$ cat config.mk
export PLATFORM = sky130hd
export DESIGN_NAME = blockWindow
export DESIGN_NICKNAME = d
export VERILOG_FILES = /design/src/rtl/bw_pkg.sv /design/src/rtl/bw_ctrl.sv /design/src/rtl/bw_data.sv /design/src/rtl/block_window.sv
export SDC_FILE = /design/constraint.sdc
export NUM_CORES = 1
export LEC_CHECK = 0
export BUFFER_PORTS_ARGS = -buffer_cell sky130_fd_sc_hd__buf_4
export CORE_UTILIZATION = 65
export DETAILED_ROUTE_END_ITERATION = 6
export GPL_TIMING_DRIVEN = 1
export PLACE_DENSITY = 0.84
export SLEW_MARGIN = 20
export SYNTH_ARGS = -nofsm -noshare
export SYNTH_HDL_FRONTEND = slang
export SYNTH_SLANG_ARGS = --single-unit
$ cat constraint.sdc
create_clock -name clk -period 9.7 [get_ports clk]
set_input_delay 0.97 -clock clk [delete_from_list [all_inputs] [get_ports clk]]
set_output_delay 0.97 -clock clk [all_outputs]
set_load 0.02 [all_outputs]
$ cat src/rtl/bw_pkg.sv
`timescale 1ns/1ps
package bwPkg;
  localparam int WIN_SLOTS   = 8;
  localparam int WIN_THREADS = 4;
  localparam int SLOT_W      = $clog2(WIN_SLOTS);
  localparam int TID_W       = $clog2(WIN_THREADS);

  typedef struct packed {
    logic              allocEn;
    logic [TID_W-1:0]  allocTid;
    logic [SLOT_W-1:0] allocSlot;
    logic              commitEn;
    logic [TID_W-1:0]  commitTid;
    logic [SLOT_W-1:0] commitSlot;
    logic              flushEn;
    logic [TID_W-1:0]  flushTid;
    logic [SLOT_W-1:0] flushIdx;
    logic              modeLoad;
    logic              modeVal;
  } bwStrobes_t;
endpackage

$ cat src/rtl/bw_ctrl.sv
`timescale 1ns/1ps
module bwCtrl
  import bwPkg::*;
#(
  parameter int NUM_SLOTS   = WIN_SLOTS,
  parameter int NUM_THREADS = WIN_THREADS
) (
  input  logic                                 mtMode,
  input  logic [NUM_SLOTS-1:0]                 slotValid,
  input  logic [NUM_SLOTS-1:0]                 slotDone,
  input  logic [NUM_THREADS-1:0][SLOT_W-1:0]   headIdx,
  input  logic [NUM_THREADS-1:0][SLOT_W-1:0]   tailIdx,
  input  logic [NUM_THREADS-1:0][SLOT_W:0]     occCnt,
  input  logic                                 fetchReq,
  input  logic [TID_W-1:0]                     fetchTid,
  input  logic                                 flushReq,
  input  logic [SLOT_W-1:0]                    flushSlot,
  input  logic                                 modeReq,
  output logic                                 fetchGrant,
  output logic [SLOT_W-1:0]                    fetchSlot,
  output logic                                 commitValid,
  output logic [SLOT_W-1:0]                    commitSlot,
  output logic [TID_W-1:0]                     commitTid,
  output bwStrobes_t                           strobes
);
  localparam int MT_RING  = NUM_SLOTS / NUM_THREADS;
  localparam int MT_SHIFT = $clog2(MT_RING);

  logic [SLOT_W:0]   ringSize;
  logic [SLOT_W-1:0] ringMask;
  logic [SLOT_W-1:0] fetchBase;
  logic              tidOk;
  logic              ringFree;
  logic [NUM_THREADS-1:0][SLOT_W-1:0] headSlot;
  logic [NUM_THREADS-1:0]             headReady;
  logic              commitAny;
  logic [SLOT_W-1:0] pickSlot;
  logic [TID_W-1:0]  pickTid;
  logic              flushHit;
  logic              windowEmpty;

  assign ringSize = mtMode ? (SLOT_W+1)'(MT_RING) : (SLOT_W+1)'(NUM_SLOTS);
  assign ringMask = ringSize[SLOT_W-1:0] - SLOT_W'(1);

  // fetch side: per-thread ring base, occupancy check
  assign fetchBase  = mtMode ? SLOT_W'(fetchTid) << MT_SHIFT : '0;
  assign tidOk      = mtMode || (fetchTid == '0);
  assign ringFree   = occCnt[fetchTid] < ringSize;
  assign fetchGrant = fetchReq && tidOk && ringFree && !flushReq;
  assign fetchSlot  = fetchBase + tailIdx[fetchTid];

  // retire side: oldest block of every thread, lowest thread wins
  for (genvar t = 0; t < NUM_THREADS; t++) begin : g_head
    assign headSlot[t]  = (mtMode ? SLOT_W'(t * MT_RING) : '0) + headIdx[t];
    assign headReady[t] = (occCnt[t] != '0) && slotDone[headSlot[t]];
  end

  always_comb begin
    commitAny = 1'b0;
    pickSlot  = '0;
    pickTid   = '0;
    for (int t = NUM_THREADS - 1; t >= 0; t--) begin
      if (headReady[t]) begin
        commitAny = 1'b1;
        pickSlot  = headSlot[t];
        pickTid   = TID_W'(t);
      end
    end
  end

  assign commitValid = commitAny && !flushReq;
  assign commitSlot  = pickSlot;
  assign commitTid   = pickTid;

  // flush decode and mode sampling
  assign flushHit    = flushReq && slotValid[flushSlot];
  assign windowEmpty = ~|slotValid;

  always_comb begin
    strobes            = '0;
    strobes.allocEn    = fetchGrant;
    strobes.allocTid   = fetchTid;
    strobes.allocSlot  = fetchSlot;
    strobes.commitEn   = commitValid;
    strobes.commitTid  = pickTid;
    strobes.commitSlot = pickSlot;
    strobes.flushEn    = flushHit;
    strobes.flushTid   = mtMode ? TID_W'(flushSlot >> MT_SHIFT) : '0;
    strobes.flushIdx   = flushSlot & ringMask;
    strobes.modeLoad   = windowEmpty && !fetchReq && (modeReq != mtMode);
    strobes.modeVal    = modeReq;
  end
endmodule

$ cat src/rtl/bw_data.sv
`timescale 1ns/1ps
module bwData
  import bwPkg::*;
#(
  parameter int NUM_SLOTS   = WIN_SLOTS,
  parameter int NUM_THREADS = WIN_THREADS
) (
  input  logic                                 clk,
  input  logic                                 rstN,
  input  bwStrobes_t                           strobes,
  input  logic [NUM_SLOTS-1:0]                 doneIn,
  output logic                                 mtMode,
  output logic [NUM_SLOTS-1:0]                 slotValid,
  output logic [NUM_SLOTS-1:0]                 slotDone,
  output logic [NUM_THREADS-1:0][SLOT_W-1:0]   headIdx,
  output logic [NUM_THREADS-1:0][SLOT_W-1:0]   tailIdx,
  output logic [NUM_THREADS-1:0][SLOT_W:0]     occCnt
);
  localparam int MT_RING  = NUM_SLOTS / NUM_THREADS;
  localparam int MT_SHIFT = $clog2(MT_RING);

  logic [SLOT_W:0]   ringSize;
  logic [SLOT_W-1:0] ringMask;

  assign ringSize = mtMode ? (SLOT_W+1)'(MT_RING) : (SLOT_W+1)'(NUM_SLOTS);
  assign ringMask = ringSize[SLOT_W-1:0] - SLOT_W'(1);

  always_ff @(posedge clk) begin
    if (!rstN)                 mtMode <= 1'b0;
    else if (strobes.modeLoad) mtMode <= strobes.modeVal;
  end

  // per-thread ring pointers
  for (genvar t = 0; t < NUM_THREADS; t++) begin : g_thr
    logic isAlloc, isCommit, isFlush;
    logic [SLOT_W-1:0] keepDist;
    assign isAlloc  = strobes.allocEn  && (strobes.allocTid  == TID_W'(t));
    assign isCommit = strobes.commitEn && (strobes.commitTid == TID_W'(t));
    assign isFlush  = strobes.flushEn  && (strobes.flushTid  == TID_W'(t));
    assign keepDist = (strobes.flushIdx - headIdx[t]) & ringMask;

    always_ff @(posedge clk) begin
      if (!rstN || strobes.modeLoad) begin
        headIdx[t] <= '0;
        tailIdx[t] <= '0;
        occCnt[t]  <= '0;
      end else if (isFlush) begin
        tailIdx[t] <= (strobes.flushIdx + SLOT_W'(1)) & ringMask;
        occCnt[t]  <= {1'b0, keepDist} + (SLOT_W+1)'(1);
      end else begin
        if (isAlloc)  tailIdx[t] <= (tailIdx[t] + SLOT_W'(1)) & ringMask;
        if (isCommit) headIdx[t] <= (headIdx[t] + SLOT_W'(1)) & ringMask;
        case ({isAlloc, isCommit})
          2'b10:   occCnt[t] <= occCnt[t] + (SLOT_W+1)'(1);
          2'b01:   occCnt[t] <= occCnt[t] - (SLOT_W+1)'(1);
          default: occCnt[t] <= occCnt[t];
        endcase
      end
    end
  end

  // per-slot occupancy and completion bits
  for (genvar s = 0; s < NUM_SLOTS; s++) begin : g_slot
    logic [TID_W-1:0]  ownTid;
    logic [SLOT_W-1:0] localIdx;
    logic [SLOT_W-1:0] myAge;
    logic [SLOT_W-1:0] keepAge;
    logic              killed;
    logic              retired;
    logic              filled;

    assign ownTid   = mtMode ? TID_W'(s >> MT_SHIFT) : '0;
    assign localIdx = SLOT_W'(s) & ringMask;
    assign myAge    = (localIdx - headIdx[ownTid]) & ringMask;
    assign keepAge  = (strobes.flushIdx - headIdx[ownTid]) & ringMask;
    assign killed   = strobes.flushEn && (strobes.flushTid == ownTid)
                      && slotValid[s] && (myAge > keepAge);
    assign retired  = strobes.commitEn && (strobes.commitSlot == SLOT_W'(s));
    assign filled   = strobes.allocEn  && (strobes.allocSlot  == SLOT_W'(s));

    always_ff @(posedge clk) begin
      if (!rstN) begin
        slotValid[s] <= 1'b0;
        slotDone[s]  <= 1'b0;
      end else if (killed || retired) begin
        slotValid[s] <= 1'b0;
        slotDone[s]  <= 1'b0;
      end else if (filled) begin
        slotValid[s] <= 1'b1;
        slotDone[s]  <= 1'b0;
      end else if (doneIn[s] && slotValid[s]) begin
        slotDone[s]  <= 1'b1;
      end
    end
  end
endmodule

$ cat src/rtl/block_window.sv
`timescale 1ns/1ps
module blockWindow
  import bwPkg::*;
#(
  parameter int NUM_SLOTS   = WIN_SLOTS,
  parameter int NUM_THREADS = WIN_THREADS
) (
  input  logic              clk,
  input  logic              rstN,
  input  logic              modeReq,
  input  logic              fetchReq,
  input  logic [TID_W-1:0]  fetchTid,
  output logic              fetchGrant,
  output logic [SLOT_W-1:0] fetchSlot,
  input  logic [NUM_SLOTS-1:0] doneIn,
  input  logic              flushReq,
  input  logic [SLOT_W-1:0] flushSlot,
  output logic              commitValid,
  output logic [SLOT_W-1:0] commitSlot,
  output logic [TID_W-1:0]  commitTid
);
  bwStrobes_t strobes;
  logic mtMode;
  logic [NUM_SLOTS-1:0] slotValid;
  logic [NUM_SLOTS-1:0] slotDone;
  logic [NUM_THREADS-1:0][SLOT_W-1:0] headIdx;
  logic [NUM_THREADS-1:0][SLOT_W-1:0] tailIdx;
  logic [NUM_THREADS-1:0][SLOT_W:0]   occCnt;

  bwCtrl #(.NUM_SLOTS(NUM_SLOTS), .NUM_THREADS(NUM_THREADS)) ctrl_i (
    .mtMode(mtMode), .slotValid(slotValid), .slotDone(slotDone),
    .headIdx(headIdx), .tailIdx(tailIdx), .occCnt(occCnt),
    .fetchReq(fetchReq), .fetchTid(fetchTid), .flushReq(flushReq),
    .flushSlot(flushSlot), .modeReq(modeReq),
    .fetchGrant(fetchGrant), .fetchSlot(fetchSlot),
    .commitValid(commitValid), .commitSlot(commitSlot), .commitTid(commitTid),
    .strobes(strobes)
  );

  bwData #(.NUM_SLOTS(NUM_SLOTS), .NUM_THREADS(NUM_THREADS)) data_i (
    .clk(clk), .rstN(rstN), .strobes(strobes), .doneIn(doneIn),
    .mtMode(mtMode), .slotValid(slotValid), .slotDone(slotDone),
    .headIdx(headIdx), .tailIdx(tailIdx), .occCnt(occCnt)
  );
endmodule

==> impl_summary.log, run 1 <==
[metrics] maximum fanout count along the critical path: 14
[metrics] Inserted Clock Buffers: 9
[metrics] achievable clock frequency: around 230 MHz
[metrics] Final Critical Period: ~4400 ps
[metrics] Critical Path Start: fetchTid[1]
[metrics] syn_area_per_cell: 8.50 sq um
[metrics] class of the tightest hold or removal check: reg2reg
[metrics] Arr. time, crit path: between 4000 and 5000 ps
[metrics] DRT antenna net count: 0
[metrics] outcome: completed
[metrics] nets in the synthesized netlist: about 700
[metrics] Area Overhead vs Synth: 6.84%
[metrics] routed wire length: approximately 14,000 um
[metrics] wire length per cell after detailed routing: 19.0 um
[metrics] cell area after synthesis: around 0.0053 sq mm
[metrics] post-detailed-placement half-perimeter wirelength: roughly 10,000 um
[metrics] setup-violating endpoint count in the final report: 0
[metrics] wire length of the first global-routing pass: 22,200 um
[metrics] worst slew margin relative to its limit: 0.546
[metrics] number of antenna repair diodes: 0
[metrics] via count: approximately 4,700
[metrics] share of post-route cells with drive strength above 1: 0.140
[metrics] clock net sink count: 57
[metrics] max-slew violation count: 0
[metrics] pin count of the biggest net entering global routing: 55
[metrics] width of the die: just over 90 um
[metrics] clock slew at reported path FFs: 70 ps
[metrics] final core area utilization: 0.728
[metrics] leading register cell type out of synthesis: sky130_fd_sc_hd__dfxtp_1
[metrics] fin crit share: 0.455
[metrics] clock tree root driver cell: sky130_fd_sc_hd__clkbuf_8
[metrics] Gate Count Post-Synth: around 630
[metrics] hold-fix buffers at CTS: 0
[metrics] drt drc: 0
[metrics] count of buffers from port buffering: 27
[metrics] power per unit of standard cell area: 101 mW/mm^2
[metrics] internal cell power: between 0.0004 and 0.0005 W
[metrics] number of different library cells in the post-synthesis netlist: 72
[metrics] post-synthesis sequential element count: 57
[metrics] Skew-Pair Late Insertion Delay: about 350 ps
[metrics] global placer's final weighted congestion: just over 0.9
[metrics] Total Negative Setup Slacks: 0 ps
[metrics] number of global-route vias before repair: roughly 4,500
[metrics] most area-consuming cells after synthesis: sky130_fd_sc_hd__dfxtp_1 (21%), sky130_fd_sc_hd__ha_1 (13%), sky130_fd_sc_hd__mux4_2 (5.5%)
[metrics] via/cell ratio: 6.36
[metrics] Total Die Area: ~0.0086 sq mm
[metrics] async set or reset register ratio after synthesis: 0
[metrics] worst-case vdd ir drop: approximately 0.082 mV
[metrics] minimum hold slack: around 440 ps
[metrics] number of DRC violations after detailed-routing iteration 0: 360
[metrics] portion of total power attributed to sequential cells: 0.414
[metrics] total power: around 0.00057 W
[metrics] top cell type's share of synthesized area: 0.214
[metrics] logic depth of the worst register-to-register path: 15
[metrics] share of power burned in the clock network: 0.421
[metrics] unrepaired setup endpoints after global routing: false
[metrics] grt ovf: 0
[metrics] endpoint of the worst-slack reg-to-reg timing path: data_i.occCnt[15]$_SDFFE_PP0P_
[metrics] Switch Pwr: 0.000167 W
[metrics] I/O pin count: 28
[metrics] overall die height: a little over 90 um
[metrics] Post-synth EDFFs: 0
[metrics] number of nets in the finished design: 712
[metrics] actual slew at the worst max-slew pin: 675 ps
[metrics] htree depth: 3
[metrics] CORE AREA: between 0.007 and 0.008 sq mm
[metrics] Setup Crit Path Kind: in2reg
[metrics] row cnt: 32
[metrics] Global Route Usage Sum: 0.337
[metrics] reported leakage power: between 2 and 2.5 nW
[metrics] Hold Violations, Final: 0
[metrics] CP Launch Type: input port
[metrics] Crit. End Element: flop
[metrics] number of antenna violations at the first check in global routing: 0
[metrics] 1st-pass router iterations: 5
[metrics] worst path required time: 9910 ps
[metrics] CP endpoint: data_i.occCnt[2]$_SDFFE_PP0P_
[metrics] count of synthesis-stage warnings from yosys: 0
[metrics] net switching share of the total power: 0.292
[metrics] worst-case clock buffer depth: 2
[metrics] clock tree from TritonCTS: yes
[metrics] Worst R2R Setup Slack: roughly 5700 ps
[metrics] sequential area share after synthesis: 0.214
[metrics] launching point of the worst reg2reg path: data_i.mtMode$_SDFFE_PN0P_
[metrics] count of cells resized by post-cts repair: 0
[metrics] starting utilization of the core area: 0.682
[metrics] part of the total power dissipated in combinational logic: 0.164
[metrics] Max-Cap Viols: 0
[metrics] # Post-CTS Setup Buffers: 0
[metrics] library cell occupying the most area in the post-synthesis netlist: sky130_fd_sc_hd__dfxtp_1
[metrics] Clock Skews: ~16 ps
layout make-up:
| type | count | area, sq um |
|---|---|---|
| Clock buffer | 12 | 155 |
| Clock inverter | 4 | 51.3 |
| Tap cell | 102 | 128 |
| Timing Repair Buffer | 29 | 218 |
| Fill cell | 585 | 2120 |
| Multi-Input combinational cell | 491 | 3840 |
| Inverter | 41 | 154 |
| Sequential cell | 57 | 1140 |
kinds of logic after synthesis:
group,after synthesis,synth area share
and+or+nand+nor,228,0.230
AOI/OAI and AO/OA,118,0.151
buffers and inverters,78,0.0661
adders and majority gates,65,0.164
DFF,57,0.214
xor gates and xnor gates,49,0.0846
muxes,31,0.0905
cells in the mapped netlist (8+ instances only):
library cell,n
sky130_fd_sc_hd__mux4_2,13
sky130_fd_sc_hd__xnor2_1,26
sky130_fd_sc_hd__a21oi_1,41
sky130_fd_sc_hd__nor3b_1,10
sky130_fd_sc_hd__and3_1,8
sky130_fd_sc_hd__nor2_1,66
sky130_fd_sc_hd__o21a_1,9
sky130_fd_sc_hd__nand2_1,40
sky130_fd_sc_hd__inv_1,40
sky130_fd_sc_hd__dfxtp_1,57
sky130_fd_sc_hd__buf_4,8
sky130_fd_sc_hd__nor3_1,16
sky130_fd_sc_hd__ha_1,57
sky130_fd_sc_hd__fa_1,8
sky130_fd_sc_hd__nor4_1,9
sky130_fd_sc_hd__xor2_1,21
sky130_fd_sc_hd__clkbuf_1,17
sky130_fd_sc_hd__nand3_1,18
sky130_fd_sc_hd__nor2b_1,19
sky130_fd_sc_hd__mux2i_1,14
sky130_fd_sc_hd__o21ai_0,21
layer usage:
layer / vias to the layer above / part of all wire / GRT usage
li1: 2221 / - / -
met1: 2227 / 0.43 / 0.426
met2: 206 / 0.47 / 0.556
met3: 28 / 0.081 / 0.0690
met4: 0 / 0.023 / 0.146
met5: - / 0 / 0
registers in the layout (all words and copies together) (netlist names):
name,flops
data_i.headIdx,12
data_i.mtMode,1
data_i.occCnt,16
data_i.slotDone,8
data_i.slotValid,8
data_i.tailIdx,12
worst min-delay path by stage:
| stage | from | endpoint | slack, ps | cells past startpoint |
|---|---|---|---|---|
| 6_report | data_i.tailIdx[11]$_SDFFE_PP0P_ | data_i.tailIdx[11]$_SDFFE_PP0P_ | 440 | 2 |
| 5_1_grt | data_i.tailIdx[5]$_SDFFE_PP0P_ | data_i.tailIdx[5]$_SDFFE_PP0P_ | 470 | 2 |
| 4_1_cts | data_i.tailIdx[4]$_SDFFE_PP0P_ | data_i.tailIdx[4]$_SDFFE_PP0P_ | 440 | 2 |
| 3_5_place_dp | data_i.tailIdx[4]$_SDFFE_PP0P_ | data_i.tailIdx[4]$_SDFFE_PP0P_ | 430 | 2 |
| 3_3_place_gp | data_i.tailIdx[5]$_SDFFE_PP0P_ | data_i.tailIdx[5]$_SDFFE_PP0P_ | 420 | 2 |
| 2_1_floorplan | data_i.tailIdx[4]$_SDFFE_PP0P_ | data_i.tailIdx[4]$_SDFFE_PP0P_ | 410 | 2 |
through the flow:
step | instances | cell area (sq um) | worst slack (ps)
5_1_grt | 736 | 5690 | 5050
2_1_floorplan | 626 | 5320 | 5090
4_1_cts | 736 | 5680 | 5300
3_5_place_dp | 720 | 5480 | 4930
6_report | 736 | 5690 | 5290
3_3_place_gp | 720 | 5480 | 5060
power groups by stage:
stage	Combinational [W]	Sequential, W	Clock [W]
6_report	0.0000941	0.000237	0.000241
2_1_floorplan	0.0000663	0.000242	0
5_1_grt	0.000103	0.000237	0.000249
4_1_cts	0.0000926	0.000237	0.000242
3_3_place_gp	0.0000878	0.000243	0
3_5_place_dp	0.0000921	0.000243	0
worst max-delay path, stage by stage:
cell and delay [ps]:
sky130_fd_sc_hd__buf_4 200, sky130_fd_sc_hd__mux4_2 520, sky130_fd_sc_hd__ha_1 210, sky130_fd_sc_hd__or3b_2 470, sky130_fd_sc_hd__a2111oi_4 490, sky130_fd_sc_hd__inv_1 110, sky130_fd_sc_hd__ha_1 410, sky130_fd_sc_hd__or4b_2 710
sky130_fd_sc_hd__o311ai_1 300, sky130_fd_sc_hd__xnor2_1 160, sky130_fd_sc_hd__a21oi_1 80
placed cells by master, fill, tap and decap left out, types with 7 or more instances in the layout:
cell type and n:
sky130_fd_sc_hd__a211oi_1 7, sky130_fd_sc_hd__a21o_1 7, sky130_fd_sc_hd__a21oi_1 41, sky130_fd_sc_hd__and3_1 8, sky130_fd_sc_hd__buf_4 29, sky130_fd_sc_hd__clkbuf_8 11, sky130_fd_sc_hd__dfxtp_1 56, sky130_fd_sc_hd__fa_1 8
sky130_fd_sc_hd__ha_1 57, sky130_fd_sc_hd__inv_1 40, sky130_fd_sc_hd__mux2i_1 14, sky130_fd_sc_hd__mux4_2 13, sky130_fd_sc_hd__nand2_1 40, sky130_fd_sc_hd__nand3_1 18, sky130_fd_sc_hd__nor2_1 66, sky130_fd_sc_hd__nor2b_1 19
sky130_fd_sc_hd__nor3_1 16, sky130_fd_sc_hd__nor3b_1 9, sky130_fd_sc_hd__nor4_1 9, sky130_fd_sc_hd__o21a_1 9, sky130_fd_sc_hd__o21ai_0 21, sky130_fd_sc_hd__xnor2_1 26, sky130_fd_sc_hd__xor2_1 21
No activity file was read; power rests on OpenSTA's default activity.
==> run 2: changes to the inputs <==
Settings changed: ABC_AREA set to 1, CORE_UTILIZATION 65 to 63, PLACE_DENSITY 0.84 to 0.82.
Clock period 9.7 ns to 4.22 ns, I/O delays scaled along.
==> impl_summary.log, run 2 <==
[metrics] outcome: completed (unchanged)
[metrics] commonest cells after routing, fill and taps aside: sky130_fd_sc_hd__nand2_1 (160), sky130_fd_sc_hd__inv_1 (109), sky130_fd_sc_hd__nor2_1 (103), sky130_fd_sc_hd__nand3_1 (73), sky130_fd_sc_hd__a21oi_1 (60) (was sky130_fd_sc_hd__nor2_1 (66), sky130_fd_sc_hd__ha_1 (57), sky130_fd_sc_hd__dfxtp_1 (56), sky130_fd_sc_hd__a21oi_1 (41))
[metrics] pin count of the biggest net entering global routing: 26 (was 55)
[metrics] Post-synth EDFFs: 0 (unchanged)
[metrics] Clock Skews: 13.8 ps (was 16.1 ps)
[metrics] worst-case clock buffer depth: 2 (unchanged)
[metrics] CP Launch Type: flop (was input port)
[metrics] most common cell after layout, fill and taps aside: sky130_fd_sc_hd__nand2_1 (was sky130_fd_sc_hd__nor2_1)
[metrics] Skew-Pair Late Insertion Delay: 350 ps (about the same)
[metrics] multiplexer share of the synthesized area: 0.00176 (was 0.0905)
[metrics] reported leakage power: 2.84 nW (was 2.44 nW)
[metrics] wire length per cell after detailed routing: 16.7 um (was 19.0 um)
[metrics] number of DRC violations after detailed-routing iteration 0: 475 (was 360)
[metrics] clock net sink count: 57 (unchanged)
[metrics] global placer's final weighted congestion: 1.08 (was 0.930)
[metrics] post-synthesis sequential element count: 57 (unchanged)
[metrics] number of flip-flops under the largest register name: 16 (unchanged)
[metrics] Setup Crit Path Kind: reg2reg (was in2reg)
[metrics] library cell occupying the most area in the post-synthesis netlist: sky130_fd_sc_hd__dfxtp_1 (unchanged)
[metrics] starting utilization of the core area: 0.651 (was 0.682)
[metrics] setup-violating endpoint count in the final report: 0 (unchanged)
[metrics] Final Critical Period: 3420 ps
[metrics] number of antenna violations at the first check in global routing: 0 (unchanged)
[metrics] nets in the synthesized netlist: 944 (was 709)
[metrics] Total Die Area: 0.00939 sq mm (was 0.00855 sq mm)
[metrics] sequential area share after synthesis: 0.201 (was 0.214)
[metrics] Total Negative Setup Slacks: 0 ps (unchanged)
[metrics] launching point of the worst reg2reg path: data_i.mtMode$_SDFFE_PN0P_ (unchanged)
[metrics] post-synthesis adder-cell area fraction: 0.154 (was 0.164)
[metrics] Biggest register: data_i.occCnt (unchanged)
[metrics] Synth Area in XOR/XNOR: 0.0432 (was 0.0846)
[metrics] actual slew at the worst max-slew pin: 610 ps (was 675 ps)
[metrics] share of power burned in the clock network: 0.363 (was 0.421)
[metrics] portion of total power attributed to sequential cells: 0.382 (was 0.414)
[metrics] grt ovf: 0 (unchanged)
[metrics] DRT antenna net count: 0 (unchanged)
[metrics] Setup WS pre-CTS: 836 ps (was 4930 ps)
[metrics] hold-fix buffers at CTS: 0 (unchanged)
[metrics] Arr. time, crit path: 3670 ps (was 4620 ps)
[metrics] width of the die: 96.9 um (was 92.5 um)
[metrics] htree depth: 3 (unchanged)
[metrics] internal cell power: 0.000960 W (was 0.000406 W)
[metrics] count of buffers from port buffering: 27 (unchanged)
[metrics] Max-Cap Viols: 0 (unchanged)
[metrics] leading register cell type out of synthesis: sky130_fd_sc_hd__dfxtp_1 (unchanged)
[metrics] unrepaired setup endpoints after global routing: false (unchanged)
[metrics] number of different library cells in the post-synthesis netlist: 45 (was 72)
[metrics] CORE AREA: 0.00872 sq mm (was 0.00781 sq mm)
[metrics] clock tree from TritonCTS: yes (unchanged)
[metrics] biggest regs: data_i.occCnt: 16 flops, data_i.headIdx: 12 flops, data_i.tailIdx: 12 flops (unchanged)
[metrics] Setup WS post-layout: 804 ps (was 5290 ps)
[metrics] area fraction in and, or, nand and nor cells after synthesis: 0.341 (was 0.230)
[metrics] syn_area_per_cell: 6.59 sq um (was 8.50 sq um)
[metrics] most repeated cell in the gate-level netlist after synthesis: sky130_fd_sc_hd__nand2_1 (was sky130_fd_sc_hd__nor2_1)
[metrics] achievable clock frequency: around 290 MHz
[metrics] net switching share of the total power: 0.341 (was 0.292)
[metrics] maximum fanout count along the critical path: 25 (was 14)
[metrics] post-detailed-placement half-perimeter wirelength: 13,000 um (was 10,500 um)
[metrics] Area Overhead vs Synth: 6.95% (was 6.84%)
[metrics] Crit. End Element: flop (unchanged)
[metrics] drt drc: 0 (unchanged)
[metrics] row cnt: 34 (was 32)
[metrics] most area-consuming cells after synthesis: sky130_fd_sc_hd__dfxtp_1 (20%), sky130_fd_sc_hd__ha_1 (13%), sky130_fd_sc_hd__nand2_1 (11%) (was sky130_fd_sc_hd__dfxtp_1 (21%), sky130_fd_sc_hd__ha_1 (13%), sky130_fd_sc_hd__mux4_2 (5.5%))
[metrics] number of antenna repair diodes: 0 (unchanged)
[metrics] class of the tightest hold or removal check: in2reg (was reg2reg)
[metrics] async set or reset register ratio after synthesis: 0 (unchanged)
[metrics] clock tree root driver cell: sky130_fd_sc_hd__clkbuf_8 (unchanged)
[metrics] I/O pin count: 28 (unchanged)
[metrics] fraction of the mapped netlist area in compound gates: 0.144 (was 0.151)
[metrics] fin crit share: 0.809
[metrics] count of cells resized by post-cts repair: 0 (unchanged)
[metrics] Switch Pwr: 0.000498 W (was 0.000167 W)
[metrics] via count: 5,794 (was 4,682)
[metrics] Critical Path Start: data_i.mtMode$_SDFFE_PN0P_ (was fetchTid[1])
[metrics] # Post-CTS Setup Buffers: 0 (unchanged)
[metrics] power per unit of standard cell area: 240 mW/mm^2 (was 101 mW/mm^2)
[metrics] number of nets in the finished design: 959 (was 712)
[metrics] cell area after synthesis: 0.00567 sq mm (was 0.00532 sq mm)
[metrics] 1st-pass router iterations: 6 (was 5)
[metrics] top cells by count, synth: sky130_fd_sc_hd__nand2_1 (160), sky130_fd_sc_hd__inv_1 (109), sky130_fd_sc_hd__nor2_1 (103) (was sky130_fd_sc_hd__nor2_1 (66), sky130_fd_sc_hd__dfxtp_1 (57), sky130_fd_sc_hd__ha_1 (57))
[metrics] via/cell ratio: 5.86 (was 6.36)
[metrics] min-delay src: modeReq (was data_i.tailIdx[11]$_SDFFE_PP0P_)
[metrics] number of global-route vias before repair: 5,518 (was 4,483)
[metrics] Hold Violations, Final: 0 (unchanged)
[metrics] Inserted Clock Buffers: 9 (unchanged)
[metrics] worst slew margin relative to its limit: 0.589 (was 0.546)
[metrics] Gate Count Post-Synth: 861 (was 626)
[metrics] clock slew at reported path FFs: 80 ps (was 70 ps)
[metrics] part of the total power dissipated in combinational logic: 0.254 (was 0.164)
[metrics] worst path required time: 4470 ps (was 9910 ps)
[metrics] count of synthesis-stage warnings from yosys: 0 (unchanged)
[metrics] share of post-route cells with drive strength above 1: 0.131 (was 0.140)
[metrics] routed wire length: 16,500 um (was 14,000 um)
[metrics] dominant combinational cell family by area after synthesis: simple AND/OR/NAND/NOR gates (unchanged)
[metrics] Global Route Usage Sum: 0.363 (was 0.337)
[metrics] worst-case vdd ir drop: 0.132 mV (was 0.0820 mV)
[metrics] max-slew violation count: 0 (unchanged)
[metrics] top cell type's share of synthesized area: 0.201 (was 0.214)
[metrics] overall die height: 96.9 um (was 92.5 um)
[metrics] wire length of the first global-routing pass: 27,100 um (was 22,200 um)
## run 2: cell count changes after synthesis, sizes merged, moves of 21 or more
cell and delta:
nand3 +62, nor2 +49, a21oi +21, nand2 +136, o21ai +24, inv +87
## run 2: worst paths after layout
kind	slack [ps]	cells after the start	endpoint
setup / recovery	800	16	data_i.occCnt[11]$_SDFFE_PP0P_
setup reg to reg	800	16	data_i.occCnt[11]$_SDFFE_PP0P_
hold / removal	420	3	data_i.mtMode$_SDFFE_PN0P_
hold reg to reg	450	2	data_i.tailIdx[5]$_SDFFE_PP0P_
## run 2: metal layers
metal  share of wire  GRT usage  vias to the layer above
met5               0          0                        -
met1            0.42      0.463                     2641
met3           0.082     0.0658                       58
li1                -          -                     2835
met4           0.041      0.165                        0
met2            0.45      0.594                      260
## run 2: cells by family (layout without fill, tap and decap cells)
logic type	after synthesis	count (layout)
and+or+nand+nor	412	412
DFF	57	57
adders and majority gates	65	65
AOI/OAI and AO/OA	143	143
xor gates and xnor gates	28	28
muxes	1	1
buffers and inverters	155	175
## run 2: through the flow
step	hold WS [ps]	area (sq um)	total power [W]	utilization	cells
final	419	6070	0.00146	0.696	989
after global routing	427	6070	0.00153	0.696	989
after CTS	412	6070	0.00145	0.696	989
after detailed placement	440	5870	0.000932	0.673	973
after global placement	440	5870	0.000917	0.673	973
after floorplan	422	5670	0.000832	-	861
## run 2: cell type report
class / instances / area (sq um)
clock buffers: 10 / 138
clock inverters: 6 / 57.6
fillers: 767 / 2650
inverters: 129 / 487
multi-input cells: 649 / 3880
flip-flops and latches: 57 / 1140
well taps: 108 / 135
repair buffers: 30 / 225
## run 2: power groups by stage
stage,Combinational [W],Clock [W],Sequential [W]
after CTS,0.000365,0.000533,0.000557
after global routing,0.000417,0.000556,0.000558
after detailed placement,0.000363,0,0.000569
after floorplan,0.000270,0,0.000562
after global placement,0.000349,0,0.000569
final,0.000371,0.000530,0.000557
## run 2: critical path, stage by stage, from the launching register on
cell                       delay [ps]
sky130_fd_sc_hd__dfxtp_2          580
sky130_fd_sc_hd__buf_4            380
sky130_fd_sc_hd__ha_1             300
sky130_fd_sc_hd__nor2_1           100
sky130_fd_sc_hd__nor2_1            50
sky130_fd_sc_hd__nor2_2           120
sky130_fd_sc_hd__nand2_2          100
sky130_fd_sc_hd__inv_2            150
sky130_fd_sc_hd__nand2_1          120
sky130_fd_sc_hd__ha_1             260
sky130_fd_sc_hd__ha_1             290
sky130_fd_sc_hd__a21oi_1          150
sky130_fd_sc_hd__nor2_1            50
sky130_fd_sc_hd__nor2_1           140
sky130_fd_sc_hd__xor2_1           150
sky130_fd_sc_hd__o21ai_0          100
sky130_fd_sc_hd__a311oi_1         240
==> run 3: changes to the inputs <==
Clock period 4.22 ns to 3.31 ns, I/O delays scaled along.
==> impl_summary.log, run 3 (synthesized netlist as in run 2, its figures left out) <==
[metrics] outcome: completed (unchanged)
[metrics] net switching share of the total power: 0.335 (was 0.341)
[metrics] share of power burned in the clock network: 0.360 (was 0.363)
[metrics] cell area reported after detailed placement: 0.00597 sq mm (was 0.00587 sq mm)
[metrics] 1st-pass router iterations: 5 (was 6)
[metrics] share of post-route cells with drive strength above 1: 0.143 (was 0.131)
[metrics] Total Die Area: 0.00939 sq mm (unchanged)
[metrics] worst-case clock buffer depth: 2 (unchanged)
[metrics] post-route cell area: 0.00617 sq mm (was 0.00607 sq mm)
[metrics] Crit. End Element: flop (unchanged)
[metrics] Setup Crit Path Kind: reg2reg (unchanged)
[metrics] number of flip-flops under the largest register name: 16 (unchanged)
[metrics] worst-case vdd ir drop: 0.200 mV (was 0.132 mV)
[metrics] starting utilization of the core area: 0.651 (unchanged)
[metrics] Clock Skews: 15.3 ps (was 13.8 ps)
[metrics] number of buffer and inverter instances along the worst setup path: 2 (unchanged)
[metrics] wire length per cell after detailed routing: 16.1 um (was 16.7 um)
[metrics] max-slew violation count: 0 (unchanged)
[metrics] overall die height: 96.9 um (unchanged)
[metrics] portion of total power attributed to sequential cells: 0.380 (was 0.382)
[metrics] hold-fix buffers at CTS: 0 (unchanged)
[metrics] row cnt: 34 (unchanged)
[metrics] Largest stage delay, worst path: 460 ps (was 580 ps)
[metrics] most common cell after layout, fill and taps aside: sky130_fd_sc_hd__nand2_1 (unchanged)
[metrics] worst path required time: 3540 ps (was 4470 ps)
[metrics] actual slew at the worst max-slew pin: 612 ps (was 610 ps)
[metrics] number of antenna repair diodes: 0 (unchanged)
[metrics] routed wire length: 16,200 um (was 16,500 um)
[metrics] fin crit share: 0.919 (was 0.809)
[metrics] achievable clock frequency: 329 MHz (was 293 MHz)
[metrics] number of DRC violations after detailed-routing iteration 0: 410 (was 475)
[metrics] commonest cells after routing, fill and taps aside: sky130_fd_sc_hd__nand2_1 (160), sky130_fd_sc_hd__inv_1 (109), sky130_fd_sc_hd__nor2_1 (103), sky130_fd_sc_hd__nand3_1 (73), sky130_fd_sc_hd__a21oi_1 (60) (unchanged)
[metrics] htree depth: 3 (unchanged)
[metrics] Area Overhead vs Synth: 8.78% (was 6.95%)
[metrics] part of the total power dissipated in combinational logic: 0.260 (was 0.254)
[metrics] via/cell ratio: 5.84 (was 5.86)
[metrics] Hold Violations, Final: 0 (unchanged)
[metrics] I/O pin count: 28 (unchanged)
[metrics] Max-Cap Viols: 0 (unchanged)
[metrics] critical path's most frequent cell: sky130_fd_sc_hd__nor2_1 (unchanged)
[metrics] Layout fillers: 808 (was 767)
[metrics] count of buffers from port buffering: 27 (unchanged)
[metrics] # Post-CTS Setup Buffers: 0 (unchanged)
[metrics] pin count of the biggest net entering global routing: 26 (unchanged)
[metrics] class of the tightest hold or removal check: in2reg (unchanged)
[metrics] width of the die: 96.9 um (unchanged)
[metrics] biggest regs: data_i.occCnt: 16 flops, data_i.headIdx: 12 flops, data_i.tailIdx: 12 flops (unchanged)
[metrics] cell-by-cell listing of the critical path: buf_6 > nor2_1 > inv_1 > o21ai_0 > fa_1 > or2_2 > ha_1 > nand2_1 > o21ai_0 > o21ai_1 > nor2_1 > a21oi_1 > nand2_1 > nor2_1 (was buf_4 > ha_1 > nor2_1 > nor2_1 > nor2_2 > nand2_2 > inv_2 > nand2_1 > ha_1 > ha_1 > a21oi_1 > nor2_1 > nor2_1 > xor2_1 > o21ai_0 > a311oi_1)
[metrics] count of cells resized by post-cts repair: 0 (unchanged)
[metrics] Global Route Usage Sum: 0.359 (was 0.363)
[metrics] unrepaired setup endpoints after global routing: false (unchanged)
[metrics] drt drc: 0 (unchanged)
[metrics] number of antenna violations at the first check in global routing: 0 (unchanged)
[metrics] Arr. time, crit path: 3270 ps (was 3670 ps)
[metrics] worst slew margin relative to its limit: 0.587 (was 0.589)
[metrics] Switch Pwr: 0.000620 W (was 0.000498 W)
[metrics] clock tree from TritonCTS: yes (unchanged)
[metrics] clock slew at reported path FFs: 70 ps (was 80 ps)
[metrics] CORE AREA: 0.00872 sq mm (unchanged)
[metrics] CP Launch Type: flop (unchanged)
[metrics] clock net sink count: 57 (unchanged)
[metrics] via count: 5,854 (was 5,794)
[metrics] setup-violating endpoint count in the final report: 0 (unchanged)
[metrics] Total Negative Setup Slacks: 0 ps (unchanged)
[metrics] clock tree root driver cell: sky130_fd_sc_hd__clkbuf_8 (unchanged)
[metrics] DRT antenna net count: 0 (unchanged)
[metrics] slowest cell on the critical path: sky130_fd_sc_hd__fa_1 (was sky130_fd_sc_hd__dfxtp_2)
[metrics] CP delay by family, top: simple AND/OR/NAND/NOR gates (was adder cells)
[metrics] wire length of the first global-routing pass: 26,800 um (was 27,100 um)
[metrics] Biggest register: data_i.occCnt (unchanged)
[metrics] post-detailed-placement half-perimeter wirelength: 13,000 um (about the same)
[metrics] number of global-route vias before repair: 5,585 (was 5,518)
[metrics] Inserted Clock Buffers: 9 (unchanged)
[metrics] power per unit of standard cell area: 301 mW/mm^2 (was 240 mW/mm^2)
[metrics] reported leakage power: 2.89 nW (was 2.84 nW)
[metrics] Skew-Pair Late Insertion Delay: 350 ps (about the same)
[metrics] global placer's final weighted congestion: 1.04 (was 1.08)
[metrics] maximum fanout count along the critical path: 21 (was 25)
[metrics] Final Critical Period: 3040 ps (was 3420 ps)
[metrics] grt ovf: 0 (unchanged)
[metrics] internal cell power: 0.00123 W (was 0.000960 W)
[metrics] number of nets in the finished design: 972 (was 959)
-- run 3: final cells by class --
| class | instances | area (sq um) | area share |
|---|---|---|---|
| Multi-Input combinational cell | 649 | 3880 | 0.629 |
| Clock inverter | 5 | 55.1 | 0.00892 |
| Sequential cell | 57 | 1140 | 0.185 |
| Timing Repair Buffer | 43 | 327 | 0.0529 |
| Tap cell | 108 | 135 | 0.0219 |
| Clock buffer | 11 | 141 | 0.0229 |
| Inverter | 129 | 487 | 0.0789 |
-- run 3: per-layer routing --
metal,global-route usage,wire (um),up-vias
met5,0,0,-
met4,0.162,607,0
met3,0.0527,1140,55
met1,0.460,6860,2720
li1,-,-,2864
met2,0.595,7580,215
-- run 3: through the flow --
step	utilization	total power (W)	hold WS (ps)	setup WS, ps	instances
after global placement	0.685	0.00118	443	231	986
after floorplan	-	0.00106	422	289	861
final	0.708	0.00185	338	269	1002
after CTS	0.707	0.00185	320	272	1002
after global routing	0.708	0.00195	320	27.5	1002
after detailed placement	0.685	0.00119	447	112	986
-- run 3: final timing paths --
path	slack (ps)	cells after the start	endpoint	startpoint
setup / recovery	270	14	data_i.slotValid[7]$_SDFFE_PP0P_	data_i.mtMode$_SDFFE_PN0P_
hold / removal	340	3	data_i.mtMode$_SDFFE_PN0P_	modeReq
setup reg to reg	270	14	data_i.slotValid[7]$_SDFFE_PP0P_	data_i.mtMode$_SDFFE_PN0P_
hold reg to reg	460	2	data_i.tailIdx[7]$_SDFFE_PP0P_	data_i.tailIdx[7]$_SDFFE_PP0P_
-- run 3: power by group through the flow --
stage / clock (W) / sequential [W] / combinational [W]
3_3_place_gp: 0 / 0.000719 / 0.000460
3_5_place_dp: 0 / 0.000720 / 0.000474
5_1_grt: 0.000705 / 0.000706 / 0.000543
4_1_cts: 0.000673 / 0.000704 / 0.000478
6_report: 0.000668 / 0.000705 / 0.000483
2_1_floorplan: 0 / 0.000717 / 0.000344
-- run 3: worst reg2reg max path, delay by kind of cell (launching register included) --
family / cells / cell delay (ps)
adder cells (fa/ha/maj): 2 / 740
AO/OA/AOI/OAI: 4 / 490
AND/OR/NAND/NOR: 6 / 1010
flip-flops: 1 / 350
buffers and inverters: 2 / 340
